<file path="config.mk">
export PLATFORM = sky130hd
export DESIGN_NAME = rnmi_csr_unit
export DESIGN_NICKNAME = d
export VERILOG_FILES = /design/src/rtl/rnmi_pkg.sv /design/src/rtl/rnmi_csr_decode.sv /design/src/rtl/rnmi_pc_align.sv /design/src/rtl/rnmi_cause_build.sv /design/src/rtl/rnmi_csr_unit.sv
export SDC_FILE = /design/constraint.sdc
export NUM_CORES = 1
export LEC_CHECK = 0
export BUFFER_PORTS_ARGS = -buffer_cell sky130_fd_sc_hd__buf_2
export CORE_MARGIN = 2
export CORE_UTILIZATION = 50
export DETAILED_ROUTE_END_ITERATION = 12
export PLACE_DENSITY = 0.83
export RECOVER_POWER = 100
export SLEW_MARGIN = 20
export SYNTH_ARGS = -nofsm -noshare
export SYNTH_HDL_FRONTEND = slang
export SYNTH_HIERARCHICAL = 1
export SYNTH_SLANG_ARGS = --single-unit
</file>
<file path="constraint.sdc">
create_clock -name clk_i -period 5.7 [get_ports clk_i]
set_input_delay 1.14 -clock clk_i [delete_from_list [all_inputs] [get_ports clk_i]]
set_output_delay 1.14 -clock clk_i [all_outputs]
set_load 0.05 [all_outputs]
</file>
<file path="src/rtl/rnmi_pkg.sv">
package rnmi_pkg;

    localparam int ADDR_W = 12;

    localparam logic [ADDR_W-1:0] ADDR_SCRATCH = 12'h740;
    localparam logic [ADDR_W-1:0] ADDR_EPC     = 12'h741;
    localparam logic [ADDR_W-1:0] ADDR_CAUSE   = 12'h742;

    typedef enum logic [1:0] {
        SEL_SCRATCH = 2'd0,
        SEL_EPC     = 2'd1,
        SEL_CAUSE   = 2'd2,
        SEL_NONE    = 2'd3
    } csr_sel_e;

endpackage

</file>
<file path="src/rtl/rnmi_csr_decode.sv">
module rnmi_csr_decode
    import rnmi_pkg::*;
(
    input  logic [ADDR_W-1:0] addr_i,
    output csr_sel_e          sel_o
);
    always_comb begin
        unique case (addr_i)
            ADDR_SCRATCH: sel_o = SEL_SCRATCH;
            ADDR_EPC:     sel_o = SEL_EPC;
            ADDR_CAUSE:   sel_o = SEL_CAUSE;
            default:      sel_o = SEL_NONE;
        endcase
    end
endmodule

</file>
<file path="src/rtl/rnmi_pc_align.sv">
module rnmi_pc_align #(
    parameter int XLEN           = 32,
    parameter bit HAS_COMPRESSED = 1'b1
) (
    input  logic [XLEN-1:0] pc_i,
    output logic [XLEN-1:0] pc_o
);
    // Only 2-byte alignment when short encodings exist, 4-byte otherwise.
    generate
        if (HAS_COMPRESSED) begin : g_half
            assign pc_o = {pc_i[XLEN-1:1], 1'b0};
        end else begin : g_word
            assign pc_o = {pc_i[XLEN-1:2], 2'b00};
        end
    endgenerate
endmodule

</file>
<file path="src/rtl/rnmi_cause_build.sv">
module rnmi_cause_build #(
    parameter int XLEN            = 32,
    parameter int CODE_W          = 8,
    parameter bit HAS_CAUSE_CODES = 1'b1
) (
    input  logic [CODE_W-1:0] code_i,
    input  logic              irq_i,
    input  logic              dbl_i,
    output logic [XLEN-1:0]   cause_o
);
    localparam int PAD_W = XLEN - 1 - CODE_W;

    logic              is_int;
    logic [CODE_W-1:0] low_code;

    // A double trap is always reported as an exception.
    assign is_int = irq_i & ~dbl_i;

    generate
        if (HAS_CAUSE_CODES) begin : g_codes
            assign low_code = code_i;
        end else begin : g_nocodes
            assign low_code = is_int ? '0 : code_i;
        end
    endgenerate

    assign cause_o = {is_int, {PAD_W{1'b0}}, low_code};
endmodule

</file>
<file path="src/rtl/rnmi_csr_unit.sv">
module rnmi_csr_unit
    import rnmi_pkg::*;
#(
    parameter int XLEN            = 32,
    parameter int CODE_W          = 8,
    parameter bit HAS_COMPRESSED  = 1'b1,
    parameter bit HAS_CAUSE_CODES = 1'b1
) (
    input  logic              clk_i,
    input  logic              rst_ni,
    input  logic [11:0]       csr_addr_i,
    input  logic [XLEN-1:0]   csr_wdata_i,
    input  logic              csr_we_i,
    output logic [XLEN-1:0]   csr_rdata_o,
    input  logic              trap_i,
    input  logic [XLEN-1:0]   trap_pc_i,
    input  logic [CODE_W-1:0] trap_code_i,
    input  logic              trap_irq_i,
    input  logic              trap_dbl_i,
    input  logic              ret_i,
    output logic [XLEN-1:0]   ret_pc_o,
    output logic              nmi_en_o
);

    typedef struct packed {
        logic [XLEN-1:0] scratch;
        logic [XLEN-1:0] epc;
        logic [XLEN-1:0] cause;
        logic            en;
    } state_t;

    state_t st_d, st_q;

    csr_sel_e        sel;
    logic            trap_take;
    logic [XLEN-1:0] wr_pc_al;
    logic [XLEN-1:0] trap_pc_al;
    logic [XLEN-1:0] epc_al;
    logic [XLEN-1:0] cause_new;

    rnmi_csr_decode u_dec (
        .addr_i (csr_addr_i),
        .sel_o  (sel)
    );

    rnmi_pc_align #(.XLEN(XLEN), .HAS_COMPRESSED(HAS_COMPRESSED)) u_al_wr (
        .pc_i (csr_wdata_i),
        .pc_o (wr_pc_al)
    );

    rnmi_pc_align #(.XLEN(XLEN), .HAS_COMPRESSED(HAS_COMPRESSED)) u_al_trap (
        .pc_i (trap_pc_i),
        .pc_o (trap_pc_al)
    );

    rnmi_pc_align #(.XLEN(XLEN), .HAS_COMPRESSED(HAS_COMPRESSED)) u_al_rd (
        .pc_i (st_q.epc),
        .pc_o (epc_al)
    );

    rnmi_cause_build #(
        .XLEN            (XLEN),
        .CODE_W          (CODE_W),
        .HAS_CAUSE_CODES (HAS_CAUSE_CODES)
    ) u_cause (
        .code_i  (trap_code_i),
        .irq_i   (trap_irq_i),
        .dbl_i   (trap_dbl_i),
        .cause_o (cause_new)
    );

    assign trap_take = trap_i & st_q.en;

    always_comb begin
        st_d = st_q;
        if (csr_we_i) begin
            unique case (sel)
                SEL_SCRATCH: st_d.scratch = csr_wdata_i;
                SEL_EPC:     st_d.epc     = wr_pc_al;
                SEL_CAUSE:   st_d.cause   = csr_wdata_i;
                default:     ;
            endcase
        end
        // Hardware capture is applied last, so it overrides software.
        if (trap_take) begin
            st_d.epc   = trap_pc_al;
            st_d.cause = cause_new;
            st_d.en    = 1'b0;
        end else if (ret_i) begin
            st_d.en    = 1'b1;
        end
    end

    always_ff @(posedge clk_i) begin
        if (!rst_ni) begin
            st_q <= '0;
        end else begin
            st_q <= st_d;
        end
    end

    always_comb begin
        unique case (sel)
            SEL_SCRATCH: csr_rdata_o = st_q.scratch;
            SEL_EPC:     csr_rdata_o = epc_al;
            SEL_CAUSE:   csr_rdata_o = st_q.cause;
            default:     csr_rdata_o = '0;
        endcase
    end

    assign ret_pc_o = epc_al;
    assign nmi_en_o = st_q.en;

endmodule

</file>
Word level (Yosys, flattened, before mapping)
Index checks and enable logic that the tools add are counted.
{ "op_classes": {"n_eq_ne": 5, "mux": 6, "n_bitwise": 4, "n_reduce_logical": 9} }
{ "ops": {"columns": ["op", "count"], "rows": [
  ["$mux 64", 2],
  ["$pmux 32 s3", 1],
  ["$mux 32", 2],
  ["$eq 12x11->1 const B", 3],
  ["$reduce_and 2->1", 4],
  ["$pmux 2 s3", 1],
  ["$reduce_bool 2->1", 3],
  ["$and 1x1->1", 2],
  ["$eq 2x1->1 const B", 1],
  ["$eq 2x2->1 const B", 1],
  ["$logic_not 2->1", 1],
  ["$not 1->1", 2],
  ["$reduce_or 2->1", 1]
]} }
{ "word_totals": {"ff_bits": 96, "inputBits": 91, "out_inout_bits": 65, "wordCells": 29} }

Depth between registers and ports, before layout
Gate-level depths: netlist (run 1).
{ "depth": {"ltp_word": 6, "mapped_depth": 8, "ltp_nobuf": 5} }

By module
Netlist (run 1), hierarchy kept.
{ "modules_own_cells": {"columns": ["module", "instances", "cells_each", "area_each_um2", "seq_area_each_um2"], "rows": [
  ["rnmi_csr_unit", 1, 612, 4642.0, 1941.9],
  ["rnmi_pc_align", 3, 33, 244.0, 0.0],
  ["rnmi_cause_build", 1, 34, 257.7, 0.0],
  ["rnmi_csr_decode", 1, 6, 53.8, 0.0]
]} }

Least setup slack after synthesis (run 1)
OpenSTA, ideal clock, no wires.
{ "synth_timing": {"path_kind": "input-to-output", "from": "input port csr_addr_i[5]", "to": "output port csr_rdata_o[0]", "arrival_ns": 3.144, "required_ns": 4.560, "path_slack_ns": 1.416, "cell_stages": 6, "path_buffers": 2, "cell_sequence": "nor4b_4 nand3_1 buf_4 buf_2 mux2i_1 o21ai_0"} }
{ "synth_via": {"elab_chain_len": 4, "word_cells_on_any_way": 8, "cone_classes": "5 x eq/ne; 2 x mux; 1 x reduce/logical"} }
{ "synth_rtl": {"columns": ["item", "line_no", "text"], "rows": [
  ["start, declared", "rnmi_csr_unit.sv:11", "input logic [11:0] csr_addr_i,"],
  ["$eq 12x11->1", "rnmi_csr_decode.sv:8", "unique case (addr_i)"],
  ["$pmux 2 s3 *", "rnmi_csr_decode.sv:8", null],
  ["net sel[1]", "rnmi_csr_unit.sv:34", "csr_sel_e sel;"],
  ["$eq 2x2->1 (tied with other cells)", "rnmi_csr_unit.sv:103", "unique case (sel)"],
  ["$pmux 32 s3 *", "rnmi_csr_unit.sv:103", null],
  ["end, declared", "rnmi_csr_unit.sv:14", "output logic [XLEN-1:0] csr_rdata_o,"]
]} }
Mark *: on every way through the listed nets, which the timed path passes. The rest lies on a longest branch.

Final worst setup path (run 1)
{ "layout_timing": {"from": "input port csr_addr_i[5]", "to": "output port csr_rdata_o[22]"} }
The elaborated chain is that of the path after synthesis.

==> results of run 1 <==
metrics by stage:
stage | setup slack, ps | cell area [um2] | utilization, % | power (uW)
after floorplan | 1420 | 5710 | - | 912
after global placement | 1660 | 5450 | 50.1 | 909
after detailed placement | 1660 | 5450 | 50.1 | 915
after CTS | 1660 | 5670 | 52.1 | 1400
after global routing | 888 | 5570 | 51.2 | 1450
final | 1060 | 5570 | 51.2 | 1390
worst min-delay path, cell delays in order, from the launching register on:
cell and delay, ps:
dfxtp_1 320, nand2_1 50, a21boi_1 50
layout make-up:
type,instances,share of cell area [%]
Clock buffer,10,2.29
Clock inverter,6,1.62
Multi-Input combinational cell,485,44.9
Sequential cell,96,34.5
Tap cell,140,3.14
Timing Repair Buffer,162,13.6
where the power goes:
group | leakage (uW) | internal, uW | switching, uW | total [uW]
sequential | 0.000782 | 699 | 18.8 | 718
combinational | 0.00135 | 58.5 | 119 | 178
clock | 0.000107 | 250 | 242 | 493
total | 0.00224 | 1010 | 380 | 1390
routing by layer:
layer / track usage (%) / up-vias / part of all wire (%)
li1: - / 2356 / -
met1: 25.3 / 2151 / 45
met2: 38.2 / 122 / 48
met3: 3.88 / 10 / 5.2
met4: 5.42 / 0 / 1.1
met5: 0 / - / 0
how the worst min path moves through the flow:
stage	start	cells past startpoint	slack, ps	endpoint
2_1_floorplan	st_q[65]$_SDFFE_PN0P_	2	430	st_q[65]$_SDFFE_PN0P_
3_3_place_gp	st_q[90]$_SDFFE_PN0P_	2	440	st_q[90]$_SDFFE_PN0P_
3_5_place_dp	st_q[90]$_SDFFE_PN0P_	2	440	st_q[90]$_SDFFE_PN0P_
4_1_cts	st_q[92]$_SDFFE_PN0P_	2	460	st_q[92]$_SDFFE_PN0P_
5_1_grt	st_q[85]$_SDFFE_PN0P_	2	480	st_q[85]$_SDFFE_PN0P_
6_report	st_q[91]$_SDFFE_PN0P_	2	460	st_q[91]$_SDFFE_PN0P_
state kept, by name (all words and copies together), names as in the netlist:
name	count
st_q	95
nmi_en_o	1
==> run summary, run 1 <==
Clock Path Buffers = 2
Root buf cell = clkbuf_8
# rows = 38
Reg2reg start = nmi_en_o$_SDFFE_PP0P_
Reg2Reg Setup Slack = 4190 ps
Failing checks = capacitance limit, slew limit
Port Buffers = 153
DRT antenna net count = 0
Post-CTS Hold Buffers = 0
Final setup violation count = 0
CTS tree = done
Ant. Diodes = 0
Max FO, Critical Path = 17
Setup Skew = 11.6 ps
Status = complete, but fails checks
Largest net degree at the start of global routing = 127
Total setup buffers inserted after CTS = 0
Multi-input gate area = 2500 um2
DR vias/cell = 5.16
Final Max Tran Viols = 116
Most frequent cells in the layout = nand2_1, buf_2, o21ai_0, dfxtp_1, a31oi_1
Final HPWL DP = 8270 um
GPL Wtd Cong = 0.727
H-Tree Depth = 3
TritonCTS Buffers = 9
CP endpoint kind = output pin
LEAKAGE = 0.00224 uW
Final min period = 4640 ps
Number of global-route vias before repair = 4,448
Area growth syn-to-layout = -0.957%
Share of post-route cells with drive strength above 1 = 16.7%
Critical Path Start = csr_addr_i[5]
DR DRC count = 0
Storage cell area = 1920 um2
Post-Syn Instances = 742
Hold Slack = 457 ps
DR pass1 iterations = 4
Reg-to-Reg End = st_q[48]$_SDFFE_PN0P_
Worst path bufs/invs = 3
Width of the chip = 110 um
Post-CTS Resized = 0
CP Cell Sequence = buf_2 > nor4b_1 > nand3_1 > nor2b_4 > clkbuf_1 > nand2_1 > o21ai_0 > buf_2
Data arrival, critical path = 3500 ps
Syn. warnings = 6
Critical Path Most Common Cell = buf_2
R2R cell count = 3
Global-route wire length before repair = 20,100 um
All-Layer GR Usage = 21.0%
DRT Wirelength = 12,600 um
Fin cells = 899
Post-Synthesis Cell Area = 5620 um2
Pwr dens = 249 nW/um2
Clock sinks = 96
Crit-path slowest cell = clkbuf_1
Gr ovfl total = 0
Worst-Skew Late Latency = 360 ps
Hold Crit Class = flip-flop to flip-flop
Least-Margin Pin Slew = 1920 ps
Cells after DPL = 883
Core area = 10,900 um2
Antenna violations before repair = 0
Peak VDD IR = 0.136 mV
Setup Total Neg Slack = 0 ps
Tcrit/Tclk final = 81.5%
Termination of the worst setup path = csr_rdata_o[22]
Fmax = 215 MHz
Nets = 845
Post-DR wirelength/cell = 14.0 um
Io pins = 156
Die Area = 12,100 um2
Initial Util = 51.7%
Fin. Hold Viols = 0
Worst Setup Start Kind = input pin
Commonest non-fill, non-tap cell in the layout = nand2_1
Syn avg cell area = 7.58 um2
Clock slew at reported path FFs = 90 ps
RSZ-0062 raised after global routing = false
Worst relative slew slack = -28.5%
Chip Height = 110 um
Slowest stage delay, CP = 680 ps
Critical Path Stages = 8
Filler instances = 1,124
CP required = 4560 ps
Iter 0 DRT Violations = 277
Crit Path Class = input pin to output pin
Delay-heaviest family, CP = simple AND/OR/NAND/NOR gates
Max capacitance violation total = 3
Via count = 4,639
No activity file was read; power rests on OpenSTA's default activity.
==> run 2, diff against run 1 <==
- ABC_AREA: unset -> 1
- PLACE_DENSITY: 0.83 -> 0.81
- clock period: 5.7 -> 4.6 ns (I/O delays scaled with it)
==> run 2 against run 1 <==
  * The flow still finishes with violations (capacitance limit, slew limit)
  * Sequential power grew 24%
  * Clock skew shrank 5.1 ps
  * Die area increased by 12%
  * Non-clock buffer count grew 3
  * Global-route usage rose by 1.7 points
  * Via count grew 24%
  * First-iteration DRC count up 67%
  * Total power grew 39%
  * Largest power group unchanged
  * Setup slack worse by 380 ps
  * Highest routed layer unchanged
==> run summary, run 2 <==
Status = complete, but fails checks
Failing checks = capacitance limit, slew limit
DR pass1 iterations = 5
# rows = 40
Max capacitance violation total = 1
Fin. Hold Viols = 0
Hold Crit Class = flip-flop to flip-flop
Chip Height = 116 um
Post-Synthesis Cell Area = 6300 um2
Post-Syn Instances = 1,024
Initial Util = 51.8%
Final HPWL DP = 9510 um
Syn. warnings = 6
Total setup buffers inserted after CTS = 0
Post-CTS Hold Buffers = 0
Most frequent cells in the layout = nand2_1, nor2_1, nand3_1
Post-CTS Resized = 0
Final min period = 3930 ps
Worst-Skew Late Latency = 330 ps
Pwr dens = 303 nW/um2
Clock slew at reported path FFs = 60 ps
Fmax = 255 MHz
CP required = 3680 ps
Setup Total Neg Slack = 0 ps
Post-DR wirelength/cell = 12.9 um
Iter 0 DRT Violations = 462
Largest register FFs = 95
Antenna violations before repair = 0
Largest Register = st_q
Root buf cell = clkbuf_16
Via count = 5,754
TritonCTS Buffers = 9
Worst relative slew slack = -24.5%
DR DRC count = 0
Core area = 12,200 um2
DR vias/cell = 4.78
Setup Skew = 6.52 ps
RSZ-0062 raised after global routing = false
Layout Utilization = 52.4%
Syn avg cell area = 6.15 um2
Die Area = 13,500 um2
Clock Path Buffers = 2
Gr ovfl total = 0
LEAKAGE = 0.00319 uW
GPL Wtd Cong = 0.762
Commonest non-fill, non-tap cell in the layout = nand2_1
DRT Wirelength = 15,500 um
Worst Setup Start Kind = input pin
All-Layer GR Usage = 22.6%
Final Max Tran Viols = 97
DRT antenna net count = 0
CP endpoint kind = output pin
Width of the chip = 116 um
Crit Path Class = input pin to output pin
Share of post-route cells with drive strength above 1 = 11.8%
Nets = 1,121
Area growth syn-to-layout = 1.29%
CTS tree = done
Final setup violation count = 0
Least-Margin Pin Slew = 1870 ps
Clock sinks = 96
Data arrival, critical path = 3010 ps
Max FO, Critical Path = 17
Number of global-route vias before repair = 4,915
Largest net degree at the start of global routing = 97
Peak VDD IR = 0.152 mV
Io pins = 156
Hold Slack = 483 ps
Tcrit/Tclk final = 85.4%
H-Tree Depth = 3
Global-route wire length before repair = 24,500 um
Port Buffers = 153
Filler instances = 1,330
Ant. Diodes = 0
## run 2: changes by cell type in the layout (fill, tap and decap cells not counted), sizes merged, moves of 44 or more
cell   before  now
nor2        0  196
nand3       2  130
inv         2   76
a31oi      63    0
o21ai      96   33
nand2     223  267
## run 2: area by class of cell
cell class | count | area (um2) | area share [%]
clock buffer | 12 | 246 | 3.86
sequential | 96 | 1920 | 30.1
inverter | 75 | 282 | 4.41
timing repair buffer | 165 | 777 | 12.2
clock inverter | 4 | 28.8 | 0.451
tap | 168 | 210 | 3.30
multi-input combinational | 683 | 2910 | 45.6
## run 2: path summary, 6_finish.rpt
path / from / endpoint / slack (ps) / depth (start not counted)
worst max-delay path: csr_addr_i[11] / csr_rdata_o[31] / 670 / 12
worst min-delay path: st_q[96]$_SDFFE_PN0P_ / st_q[96]$_SDFFE_PN0P_ / 480 / 2
worst max register to register: nmi_en_o$_SDFFE_PP0P_ / st_q[17]$_SDFFE_PN0P_ / 1870 / 6
worst min register to register: st_q[96]$_SDFFE_PN0P_ / st_q[96]$_SDFFE_PN0P_ / 480 / 2
## run 2: per-layer routing
metal  share of wire (%)  routed length, um  vias up  track usage [%]
met5                   0                  0        -                0
met4                 1.0                161        0             5.56
met3                 6.1                937       12             3.22
met2                  47               7200      194             37.0
met1                  46               7160     2511             31.7
li1                    -                  -     3037                -
## run 2: where the power goes
| group | leakage (uW) | internal (uW) | switching, uW | total, uW |
|---|---|---|---|---|
| registers | 0.000783 | 869 | 20.1 | 889 |
| clock network | 0.000129 | 383 | 323 | 706 |
| logic | 0.00228 | 103 | 236 | 339 |
## run 2: metrics by stage
stage | setup WS [ps] | total power (uW) | instances | instance area, um2
floorplan | 1230 | 1240 | 1046 | 6380
global placement | 904 | 1240 | 1187 | 6200
detailed placement | 870 | 1250 | 1187 | 6200
CTS | 851 | 1950 | 1203 | 6470
global route | 466 | 2020 | 1203 | 6380
finish | 673 | 1930 | 1203 | 6380
## run 2: worst max-delay path, cell delays in order
cell	delay, ps
buf_2	90
inv_1	40
nand2_1	50
nor2_2	100
nand3_1	210
inv_2	100
nand2_1	60
inv_1	470
buf_12	240
nand2_1	60
o211ai_1	130
clkbuf_1	510
